**config.mk**
```make
export PLATFORM = sky130hd
export DESIGN_NAME = dsi_vid_sched
export DESIGN_NICKNAME = d
export VERILOG_FILES = /design/src/rtl/dsi_vid_sched.sv
export SDC_FILE = /design/constraint.sdc
export NUM_CORES = 1
export LEC_CHECK = 0
export ABC_AREA = 1
export BUFFER_PORTS_ARGS = -buffer_cell sky130_fd_sc_hd__buf_2
export CAP_MARGIN = 20
export CORE_ASPECT_RATIO = 1.5
export CORE_UTILIZATION = 50
export DETAILED_ROUTE_END_ITERATION = 6
export PLACE_DENSITY = 0.77
export REMOVE_ABC_BUFFERS = 1
export SLEW_MARGIN = 20
export SYNTH_ARGS = -nofsm -noshare
export SYNTH_HDL_FRONTEND = slang
export SYNTH_SLANG_ARGS = --single-unit
```
**constraint.sdc**
```tcl
create_clock -name clk -period 2.8 [get_ports clk]
set_input_delay 0.56 -clock clk [delete_from_list [all_inputs] [get_ports clk]]
set_output_delay 0.56 -clock clk [all_outputs]
set_load 0.05 [all_outputs]
```
**src/rtl/dsi_vid_sched.sv**
```systemverilog
module dsi_vid_sched #(
  parameter int LINE_W = 12,
  parameter int WC_W   = 16
) (
  input  logic              clk,
  input  logic              rst_n,
  input  logic [LINE_W-1:0] cfg_vsa,
  input  logic [LINE_W-1:0] cfg_vbp,
  input  logic [LINE_W-1:0] cfg_vact,
  input  logic [LINE_W-1:0] cfg_vfp,
  input  logic [WC_W-1:0]   cfg_hsa,
  input  logic [WC_W-1:0]   cfg_hbp,
  input  logic [WC_W-1:0]   cfg_hact,
  input  logic [WC_W-1:0]   cfg_hfp,
  input  logic [WC_W-1:0]   cfg_null_bytes,
  input  logic [5:0]        cfg_pix_dt,
  input  logic [1:0]        cfg_vc,
  input  logic              cfg_burst,
  input  logic              cfg_hse_en,
  input  logic              cfg_skip_hsa,
  input  logic              cfg_skip_hbp,
  input  logic              cfg_skip_hfp,
  input  logic              cfg_auto_vcnt,
  input  logic              cfg_eot_off,
  output logic              hdr_valid,
  input  logic              hdr_ready,
  output logic [7:0]        hdr_di,
  output logic [WC_W-1:0]   hdr_wc
);
  localparam int SUM_W = LINE_W + 2;

  typedef enum logic [3:0] {
    ST_LOAD, ST_SYNC, ST_HSA, ST_HSE, ST_HBP, ST_PIX, ST_NUL, ST_HFP, ST_EOT
  } step_t;

  step_t            step, nxt;
  logic [SUM_W-1:0] ln, r_evsa, r_act_lo, r_act_hi, r_last;
  logic [WC_W-1:0]  r_hsa, r_hbp, r_hact, r_hfp, r_null;
  logic [5:0]       r_pdt, dt;
  logic [1:0]       r_vc;
  logic             r_burst, r_hse, r_shsa, r_shbp, r_shfp, r_eotoff;
  logic [8:0]       en;
  logic             is_act, line_end, frame_end, fire;

  logic [SUM_W-1:0] in_evsa, in_evbp, in_lo, in_hi;
  assign in_evsa = cfg_auto_vcnt ? '0 : SUM_W'(cfg_vsa);
  assign in_evbp = cfg_auto_vcnt ? '0 : SUM_W'(cfg_vbp);
  assign in_lo   = in_evsa + in_evbp;
  assign in_hi   = in_lo + SUM_W'(cfg_vact);

  assign is_act = (ln >= r_act_lo) && (ln < r_act_hi);

  always_comb begin
    en = '0;
    en[ST_SYNC] = 1'b1;
    en[ST_EOT]  = !r_eotoff;
    if (is_act) begin
      en[ST_HSA] = !r_shsa;
      en[ST_HSE] = 1'b1;
      en[ST_HBP] = !r_shbp;
      en[ST_PIX] = 1'b1;
      en[ST_NUL] = !r_burst;
      en[ST_HFP] = !r_shfp;
    end else begin
      en[ST_HSE] = r_hse;
    end
  end

  always_comb begin
    nxt = ST_LOAD;
    for (int i = 8; i >= 1; i--)
      if (4'(i) > step && en[i]) nxt = step_t'(4'(i));
  end

  assign line_end  = (nxt == ST_LOAD);
  assign frame_end = line_end && (ln == r_last);
  assign hdr_valid = (step != ST_LOAD);
  assign fire      = hdr_valid && hdr_ready;

  always_ff @(posedge clk or negedge rst_n) begin
    if (!rst_n) begin
      step     <= ST_LOAD;
      ln       <= '0;
      r_evsa   <= '0;
      r_act_lo <= '0;
      r_act_hi <= '0;
      r_last   <= '0;
      r_hsa    <= '0;
      r_hbp    <= '0;
      r_hact   <= '0;
      r_hfp    <= '0;
      r_null   <= '0;
      r_pdt    <= '0;
      r_vc     <= '0;
      r_burst  <= 1'b0;
      r_hse    <= 1'b0;
      r_shsa   <= 1'b0;
      r_shbp   <= 1'b0;
      r_shfp   <= 1'b0;
      r_eotoff <= 1'b0;
    end else if (step == ST_LOAD) begin
      step     <= ST_SYNC;
      ln       <= '0;
      r_evsa   <= in_evsa;
      r_act_lo <= in_lo;
      r_act_hi <= in_hi;
      r_last   <= in_hi + SUM_W'(cfg_vfp) - SUM_W'(1);
      r_hsa    <= cfg_hsa;
      r_hbp    <= cfg_hbp;
      r_hact   <= cfg_hact;
      r_hfp    <= cfg_hfp;
      r_null   <= cfg_null_bytes;
      r_pdt    <= cfg_pix_dt;
      r_vc     <= cfg_vc;
      r_burst  <= cfg_burst;
      r_hse    <= cfg_hse_en;
      r_shsa   <= cfg_skip_hsa;
      r_shbp   <= cfg_skip_hbp;
      r_shfp   <= cfg_skip_hfp;
      r_eotoff <= cfg_eot_off;
    end else if (fire) begin
      if (!line_end) step <= nxt;
      else if (frame_end) step <= ST_LOAD;
      else begin
        step <= ST_SYNC;
        ln   <= ln + SUM_W'(1);
      end
    end
  end

  always_comb begin
    dt     = 6'h00;
    hdr_wc = '0;
    case (step)
      ST_SYNC: dt = (ln == '0) ? 6'h01 :
                    ((ln == r_evsa) && (r_evsa != '0)) ? 6'h11 : 6'h21;
      ST_HSA:  begin dt = 6'h19; hdr_wc = r_hsa;  end
      ST_HSE:  dt = 6'h31;
      ST_HBP:  begin dt = 6'h19; hdr_wc = r_hbp;  end
      ST_PIX:  begin dt = r_pdt; hdr_wc = r_hact; end
      ST_NUL:  begin dt = 6'h09; hdr_wc = r_null; end
      ST_HFP:  begin dt = 6'h19; hdr_wc = r_hfp;  end
      ST_EOT:  dt = 6'h08;
      default: dt = 6'h00;
    endcase
  end

  assign hdr_di = {r_vc, dt};
endmodule


```
# Word-level counts from Yosys, hierarchy flattened

Cells that the tools add are included.

Register bits: 168
Input port bits: 146
Output and inout bits: 25
Logic and storage cells: 95

$add $sub $neg: 5
Magnitude comparators: 10
Eq/ne operators: 11
Multiplexer cells: 25
Reduce and logical (&&, ||, !) cells: 25

Operators with widths:

| kind                  | number |
|---|---|
| $pmux 16 s5           | 1 |
| $mux 14               | 4 |
| $mux 4                | 12 |
| $pmux 6 s6            | 1 |
| $eq 14x14->1          | 2 |
| $mux 12               | 2 |
| $eq 4x3->1 const B    | 4 |
| $gt 3x4->1 const A    | 4 |
| $add 13x12->14        | 1 |
| $add 14x1->14 const B | 1 |
| $add 14x12->14        | 1 |
| $ge 14x14->1          | 1 |
| $logic_not 14->1      | 1 |
| $lt 14x14->1          | 1 |
| $reduce_bool 14->1    | 1 |
| $sub 14x1->14 const B | 1 |
| $add 12x12->13        | 1 |
| $mux 6                | 2 |
| $logic_and 1x1->1     | 11 |
| $eq 4x2->1 const B    | 2 |
| $gt 2x4->1 const A    | 2 |
| $logic_not 4->1       | 2 |
| $logic_not 1->1       | 5 |
| $eq 4x1->1 const B    | 1 |
| 9 further kinds       | 12 |

# Logic depth before layout (Yosys ltp)

Gate-level depths: netlist of run 1.

Word-level depth: 17
Depth in mapped cells: 31

# Worst setup path after synthesis of run 1

Ideal clock, no wire load.

Path type: input to register
Start: in cfg_auto_vcnt
End: reg r_last[12]
Library setup time: 82 ps
Arrival time: 4848 ps
Required time: 2718 ps
Path slack: -2130 ps
Cell stages on the path: 27
Cells stage by stage: clkbuf_1 > buf_1 > nor2_1 > ha_1 > nand2_1 > o21ai_1 > a21oi_1 > o21ai_0 > xor2_1 > inv_1 > ha_1 > a21oi_1 > o21ai_0 > a21oi_1 > o21bai_1 > xnor2_1 > ha_1 > inv_1 > ha_1 > nand2_1 > nand2_1 > a31oi_1 > nand3_1 > a21oi_1 > o21bai_1 > or2_2 > a31oi_1

Cells in the longest elaborated chain, start to end: 5
Elaborated cells between the ends (all ways): 6

RTL lines:

| element                    | RTL line | text |
|---|---|---|
| from (decl)                | 23       | `input logic cfg_auto_vcnt,` |
| $mux 12 (on tied branches) | 46, 47   |  |
| $add 12x12->13 *           | 48       | `assign in_lo = in_evsa + in_evbp;` |
| via in_lo[6]               | 45       | `logic [SUM_W-1:0] in_evsa, in_evbp, in_lo, in_hi;` |
| $add 13x12->14 *           | 49       | `assign in_hi = in_lo + SUM_W'(cfg_vact);` |
| $add 14x12->14 *           | 107      | `r_last <= in_hi + SUM_W'(cfg_vfp) - SUM_W'(1);` |
| $sub 14x1->14 *            | 107      |  |
| to (signal assigned)       | 107      |  |
| to (decl)                  | 37       | `logic [SUM_W-1:0] ln, r_evsa, r_act_lo, r_act_hi, r_last;` |

The timed path passes the listed nets; every way through them passes the cells marked *.
A chain may end at the register's enable or synchronous reset.

# Final worst setup path of run 1

Start: in cfg_auto_vcnt
End: reg r_last[12]

Cells in the longest elaborated chain, start to end: 5
Elaborated cells between the ends (all ways): 6

RTL lines:

| element        | RTL line | text |
|---|---|---|
| $mux 12        | 46       | `assign in_evsa = cfg_auto_vcnt ? '0 : SUM_W'(cfg_vsa);` |
| via in_evsa[1] | 45       |  |
| $add 12x12->13 | 48       |  |
| via in_lo[5]   | 45       |  |
| $add 13x12->14 | 49       |  |
| $add 14x12->14 | 107      |  |
| $sub 14x1->14  | 107      |  |

The timed path passes the listed nets, and every way through them passes these cells.

==> out/results.ini, run 1 <==
[setup_path]
critical_path_depth=29
setup.worst_path.start_class=input pin
crit_required_ns=3.15
arrival_ns=4.75
cp_common_cell=nand2_2
cp_slowest_stage_delay_ns=0.31
path_buf_inv=6
r2r-start=ln[4]$_DFFE_PN0P_
crit_family=adder cells
slowest_stage=ha_4
critPathMaxFanout=6
crit_end=r_last[12]$_DFFE_PN0P_
path_class=input pin to register
crit_start=cfg_auto_vcnt
worst_setup_path_end_kind=register
ff2ff_setup_slack_ns=0.09
reg2regPathDepth=17
r2r_end=ln[9]$_DFFE_PN0P_

[power_and_ir_drop]
p_leak_nw=7.69
powerDensity_nw_per_um2=960
vdd_drop_max_mv=0.694

[yosys]
async_reset_ff_frac=1.00
synth.cell_area_sq_um=10600
yosys.area.top_type_share=0.389
ys_seq_elements=165
synth_top_area_cell=dfrtp_1
synth_enable_flop_cells=0
synth-main-ff-cell=dfrtp_1
seq_area_frac_synth=0.389
synth_cells=1437
yosys_warnings=0
synthTopCellsByArea=dfrtp_1, nand2_1, ha_1, inv_1, o21ai_0
synth.avg_cell_area_sq_um=7.38
synth_cell_types=49

[clock_network]
cts_htree_levels=4
ctsHoldBuffers=0
clockBufferDepth=2
clk_pin_slew_ns=0.07
cts_tree=built
cts_made_buffers=17
clkSinkCount=165
clock_latency_ns=0.43
clockRootBuffer=clkbuf_16

[placed_design]
preCtsSetupSlack_ns=-2.35
dp_hpwl_mm=21.2
io_buffers=170
gp_congestion=0.928
post-place-cells=1920

[finish]
fin_cells=1992
nFillCells=1541
layout.nets=1940
drive_gt1_frac=0.325
syn_to_final_growth_pct=37.8

[sta]
fmax_mhz=227
worst_pin_slew_ns=1.10
max_slew_margin=0.270
setup_violations=19
slew_violations=0
rsz0062_at_grt=true
clock_skew_ns=0.0107
setup_ws_ns=-1.60
post-route-period-util=1.57
period_needed_ns=4.40
hold_viol=0

[routing]
dr_wl_met3_mm=1.89
drt_pass1_iterations=5
met1_length_mm=11.9
wl_per_cell_um=16.3
vias_per_cell=5.39
ant_nets=0
drc=0
via_count=10700
detailroute.wirelength.met2_mm=17.0
highest_layer=met4
drtIter0Drc=983
routed_wl_mm=32.5

[global_routing]
grt_overflow=0
grt_use_total=0.287
antenna_found_initial=1
grt_pass1_wl_mm=50.0
first_global_vias=10700
grt_max_degree=114

[min_path]
hold_path_class=input pin to async pin

[die]
io_pins=171
core_area_sq_um=20600
initial_core_util=0.515
dieArea_sq_um=21800
die_w_um=121
die_h_um=180
row_count=64

[status]
status=complete, but fails checks
violations=negative setup slack

[flow_run]
cap_violations=0

[worst reg2reg max path, delay by kind of cell (launching register included)]
kind / cells / cell delay (ns)
and+or+nand+nor: 11 / 1.15
DFF: 1 / 0.46
AOI/OAI and AO/OA: 2 / 0.36
buffers and inverters: 3 / 0.35
adders and majority gates: 1 / 0.28
[through the flow]
stage / setup TNS, ns / hold WS [ns] / power (mW) / cell area (sq um) / util
2_1_floorplan: -1137.64 / 0.264 / 7.87 / 10300 / -
3_3_place_gp: -28.88 / 0.450 / 9.74 / 12400 / 0.601
3_5_place_dp: -30.59 / 0.457 / 9.97 / 12400 / 0.601
4_1_cts: -13.96 / 0.110 / 13.2 / 14000 / 0.681
5_1_grt: -19.31 / 0.123 / 15.0 / 14600 / 0.710
6_report: -16.24 / 0.0926 / 14.0 / 14600 / 0.710
[cells by family (layout without fill, tap and decap cells)]
family                   after synthesis  in the layout  synth area share
XOR/XNOR                              50             50            0.0413
buffers and inverters                248            538            0.0928
AO/OA/AOI/OAI                        172            172            0.0966
adder cells (fa/ha/maj)               79             79            0.0954
other                                  0              1                 0
AND/OR/NAND/NOR                      723            723             0.285
flip-flops                           165            165             0.389
[routing by layer]
layer,vias to the layer above,GRT usage
met5,-,0
li1,5105,-
met4,0,0.159
met1,5070,0.311
met3,111,0.0472
met2,449,0.523
[what timing repair did]
item	in CTS	in global routing
setup buffers	26	20
resized for setup	193	96
gates cloned	1	0
endpoints found under the setup margin	31	37
pin swaps	84	55
[cells in the mapped netlist, types with 2 or more instances]
master,count
nand2_1,519
inv_1,186
dfrtp_1,165
ha_1,76
o21ai_0,69
nor2_1,68
nand3_1,60
a21oi_1,54
xor2_1,35
clkbuf_1,34
nand4_1,26
a32o_1,16
xnor2_1,15
nor3_1,14
buf_2,11
a31oi_1,7
nand2_2,7
o21bai_1,7
or2_2,6
buf_1,5
nand3b_1,4
o22ai_1,4
a21o_1,3
buf_4,3
buf_6,3
fa_1,3
inv_2,3
nand2_4,3
nor2_2,3
nor3b_1,3
a21oi_2,2
inv_4,2
nand3_2,2
nor2_4,2
nor4_1,2
o2111ai_1,2
[final cells by class]
type	instances	area (sq um)	share of cell area
diodes	1	2.50	0.000171
flip-flops and latches	165	4140	0.283
repair buffers	315	2140	0.147
clock buffers	17	425	0.0291
inverters	192	736	0.0503
well taps	264	330	0.0226
multi-input cells	1024	6650	0.455
clock inverters	14	186	0.0128
[flip-flops by register name, indices dropped and copies added, names as in the netlist]
| register | count |
|---|---|
| r_shbp | 1 |
| r_shsa | 1 |
| r_hse | 1 |
| r_shfp | 1 |
| r_pdt | 6 |
| r_last | 14 |
| r_hbp | 16 |
| r_act_hi | 14 |
| r_act_lo | 13 |
| r_hact | 16 |
| r_burst | 1 |
| step | 4 |
| r_hsa | 16 |
| ln | 14 |
| r_hfp | 16 |
| r_evsa | 12 |
| r_null | 16 |
| r_eotoff | 1 |
| r_vc | 2 |
[where the power goes]
part	switching [mW]	total, mW	internal [mW]
sequential	0.631	4.09	3.46
clock	1.06	2.49	1.43
combinational	4.44	7.45	3.01
[worst min-delay path by stage]
stage	start	endpoint	slack [ns]
after detailed placement	r_vc[0]$_DFFE_PN0P_	r_vc[0]$_DFFE_PN0P_	0.46
after global routing	rst_n	r_hsa[5]$_DFFE_PN0P_	0.12
after CTS	rst_n	r_hbp[5]$_DFFE_PN0P_	0.11
final	rst_n	r_hsa[5]$_DFFE_PN0P_	0.09
after global placement	r_vc[1]$_DFFE_PN0P_	r_vc[1]$_DFFE_PN0P_	0.45
after floorplan	rst_n	ln[0]$_DFFE_PN0P_	0.26
[cell usage in the layout (no fill, tap or decap), drive strengths merged, types with 2 or more instances in the layout]
master | Yosys | layout
o2111ai | 2 | 2
a32o | 16 | 16
a31oi | 7 | 7
clkinv | 1 | 3
fa | 3 | 3
a21o | 3 | 3
dfrtp | 165 | 165
clkbuf | 34 | 17
a21oi | 57 | 57
xnor2 | 15 | 15
xor2 | 35 | 35
inv | 191 | 199
bufinv | 0 | 3
nor3b | 3 | 3
o21ai | 70 | 70
nand4 | 26 | 26
or2 | 7 | 7
ha | 76 | 76
nand3 | 62 | 62
nand3b | 4 | 4
o21bai | 7 | 7
o22ai | 4 | 4
nor2 | 74 | 74
nor3 | 14 | 14
nand2 | 529 | 529
buf | 22 | 315
nor4 | 2 | 2
No activity file was read; power rests on OpenSTA's default activity.
==> run 2, diff against run 1 <==
Settings changed: PLACE_DENSITY 0.77 to 0.76, SKIP_LAST_GASP from default to 1.
==> run 2 against run 1 <==
  * The run still ends with negative setup slack left
  * Hold slack got worse by 0.012 ns
  * Die area stayed put
  * Total power down 0.67%
  * Critical path type unchanged
  * Critical path depth is the same
  * First-iteration DRC count fell by 25%
  * Sequential power barely moved
  * Count of clock-buffer cells in the layout up 3
  * Global-route usage fell by 0.79 points
  * Highest routed layer is now met5
  * Largest cell class unchanged
  * Combinational power rose by 0.7%
==> out/results.ini, run 2 (synthesis gave the netlist of run 1 again) <==
[sta]
setup_ws_ns=-1.51
clock_skew_ns=0.0168
fmax_mhz=232
worst_pin_slew_ns=0.901
whs_ns=0.0805
hold_viol=0
period_needed_ns=4.31
setup_violations=20
slew_violations=0
rsz0062_at_grt=true
max_slew_margin=0.399
post-route-period-util=1.54

[min_path]
hold_path_class=input pin to async pin

[power_and_ir_drop]
powerDensity_nw_per_um2=938
power_frac_comb=0.538
pwr-share-seq=0.293
vdd_drop_max_mv=0.531
swShare=0.436
p_total_mw=13.9
p_int_mw=7.86
p_leak_nw=7.75
clockPowerShare=0.168
p_switching_mw=6.07

[global_routing]
grt_max_degree=117
antenna_found_initial=2
grt_pass1_wl_mm=48.4
first_global_vias=10500
grt_overflow=0
grt_use_total=0.280

[placed_design]
gp_congestion=0.952
io_buffers=170
dp_hpwl_mm=21.0
preCtsSetupSlack_ns=-2.44

[setup_path]
arrival_ns=4.59
slowest_stage=ha_4
worst_setup_path_end_kind=register
crit_required_ns=3.08
crit_family=adder cells
cp_slowest_stage_delay_ns=0.31
path_class=input pin to register
cp_common_cell=ha_4
critPathMaxFanout=7
setup.worst_path.start_class=input pin
path_buf_inv=8

[finish]
layout.nets=1954
utilization=0.721
syn_to_final_growth_pct=40.0
final_common_cell=nand2_1
final_cell_mix=nand2_1, buf_2, dfrtp_1, inv_1, buf_4
diodes=0
drive_gt1_frac=0.337

[routing]
via_count=10600
drt_pass1_iterations=6
vias_per_cell=5.29
routed_wl_mm=31.6
drc=0
wl_per_cell_um=15.8
drtIter0Drc=734
ant_nets=0

[clock_network]
clockRootBuffer=clkbuf_16
clkSinkCount=165
cts_made_buffers=17
clk_pin_slew_ns=0.07
cts_tree=built
clock_latency_ns=0.43
clockBufferDepth=2
cts_htree_levels=4
ctsHoldBuffers=0

[die]
initial_core_util=0.515
die_w_um=121
core_area_sq_um=20600
die_h_um=180
dieArea_sq_um=21800
row_count=64
io_pins=171

[flow_run]
cap_violations=0

[status]
status=complete, but fails checks
violations=negative setup slack

-- run 2: cell count changes in the layout (fill, tap and decap cells not counted), sizes merged, moves of 2 or more --
cell | previous run | this run
clkinvlp | 1 | 4
clkbuf | 17 | 20
buf | 315 | 328
inv | 199 | 192
clkinv | 3 | 5
-- run 2: metal layers --
| metal | GRT usage | share of wire | vias up |
|---|---|---|---|
| met4 | 0.150 | 0.047 | 4 |
| met3 | 0.0516 | 0.050 | 93 |
| met2 | 0.508 | 0.52 | 407 |
| met5 | 0 | 0.00095 | - |
| met1 | 0.301 | 0.38 | 4959 |
| li1 | - | - | 5139 |
-- run 2: final cells by class --
cell class / instances / area, sq um
timing repair buffer: 328 / 2220
fill: 1496 / 5730
sequential: 165 / 4140
tap: 264 / 330
inverter: 192 / 736
clock buffer: 20 / 457
multi-input combinational: 1025 / 6840
clock inverter: 11 / 126
-- run 2: path summary, 6_finish.rpt --
kind | from | end | slack [ns] | cells past startpoint
max | cfg_auto_vcnt | r_last[11]$_DFFE_PN0P_ | -1.51 | 29
min | rst_n | r_hfp[0]$_DFFE_PN0P_ | 0.08 | 1
max reg2reg | ln[10]$_DFFE_PN0P_ | ln[5]$_DFFE_PN0P_ | 0.14 | 17
min reg2reg | r_pdt[0]$_DFFE_PN0P_ | r_pdt[0]$_DFFE_PN0P_ | 0.47 | 2
max in group asynchronous | rst_n | r_hact[2]$_DFFE_PN0P_ | 2.03 | 2
min in group clk | cfg_pix_dt[0] | r_pdt[0]$_DFFE_PN0P_ | 0.32 | 3
-- run 2: stage by stage --
step / TNS, ns / instance area (sq um) / cells
final: -15.64 / 14800 / 2005
after detailed placement: -33.69 / 12400 / 1929
after CTS: -15.14 / 14100 / 1986
after global routing: -18.76 / 14800 / 2005
after floorplan: -1137.64 / 10300 / 1381
after global placement: -31.59 / 12400 / 1929
-- run 2: what timing repair did --
action	in CTS	in global routing
cloned	0	1
gates resized for setup	187	121
pin swaps	69	100
endpoints found under the setup margin	30	42
setup buffers	29	25
-- run 2: power by group through the flow --
stage	Clock (mW)	Combinational [mW]	Sequential [mW]
6_report	2.34	7.50	4.09
5_1_grt	2.46	8.26	4.18
4_1_cts	2.37	6.60	4.05
3_5_place_dp	0	5.85	4.08
3_3_place_gp	0	5.68	4.04
2_1_floorplan	0	3.91	3.96
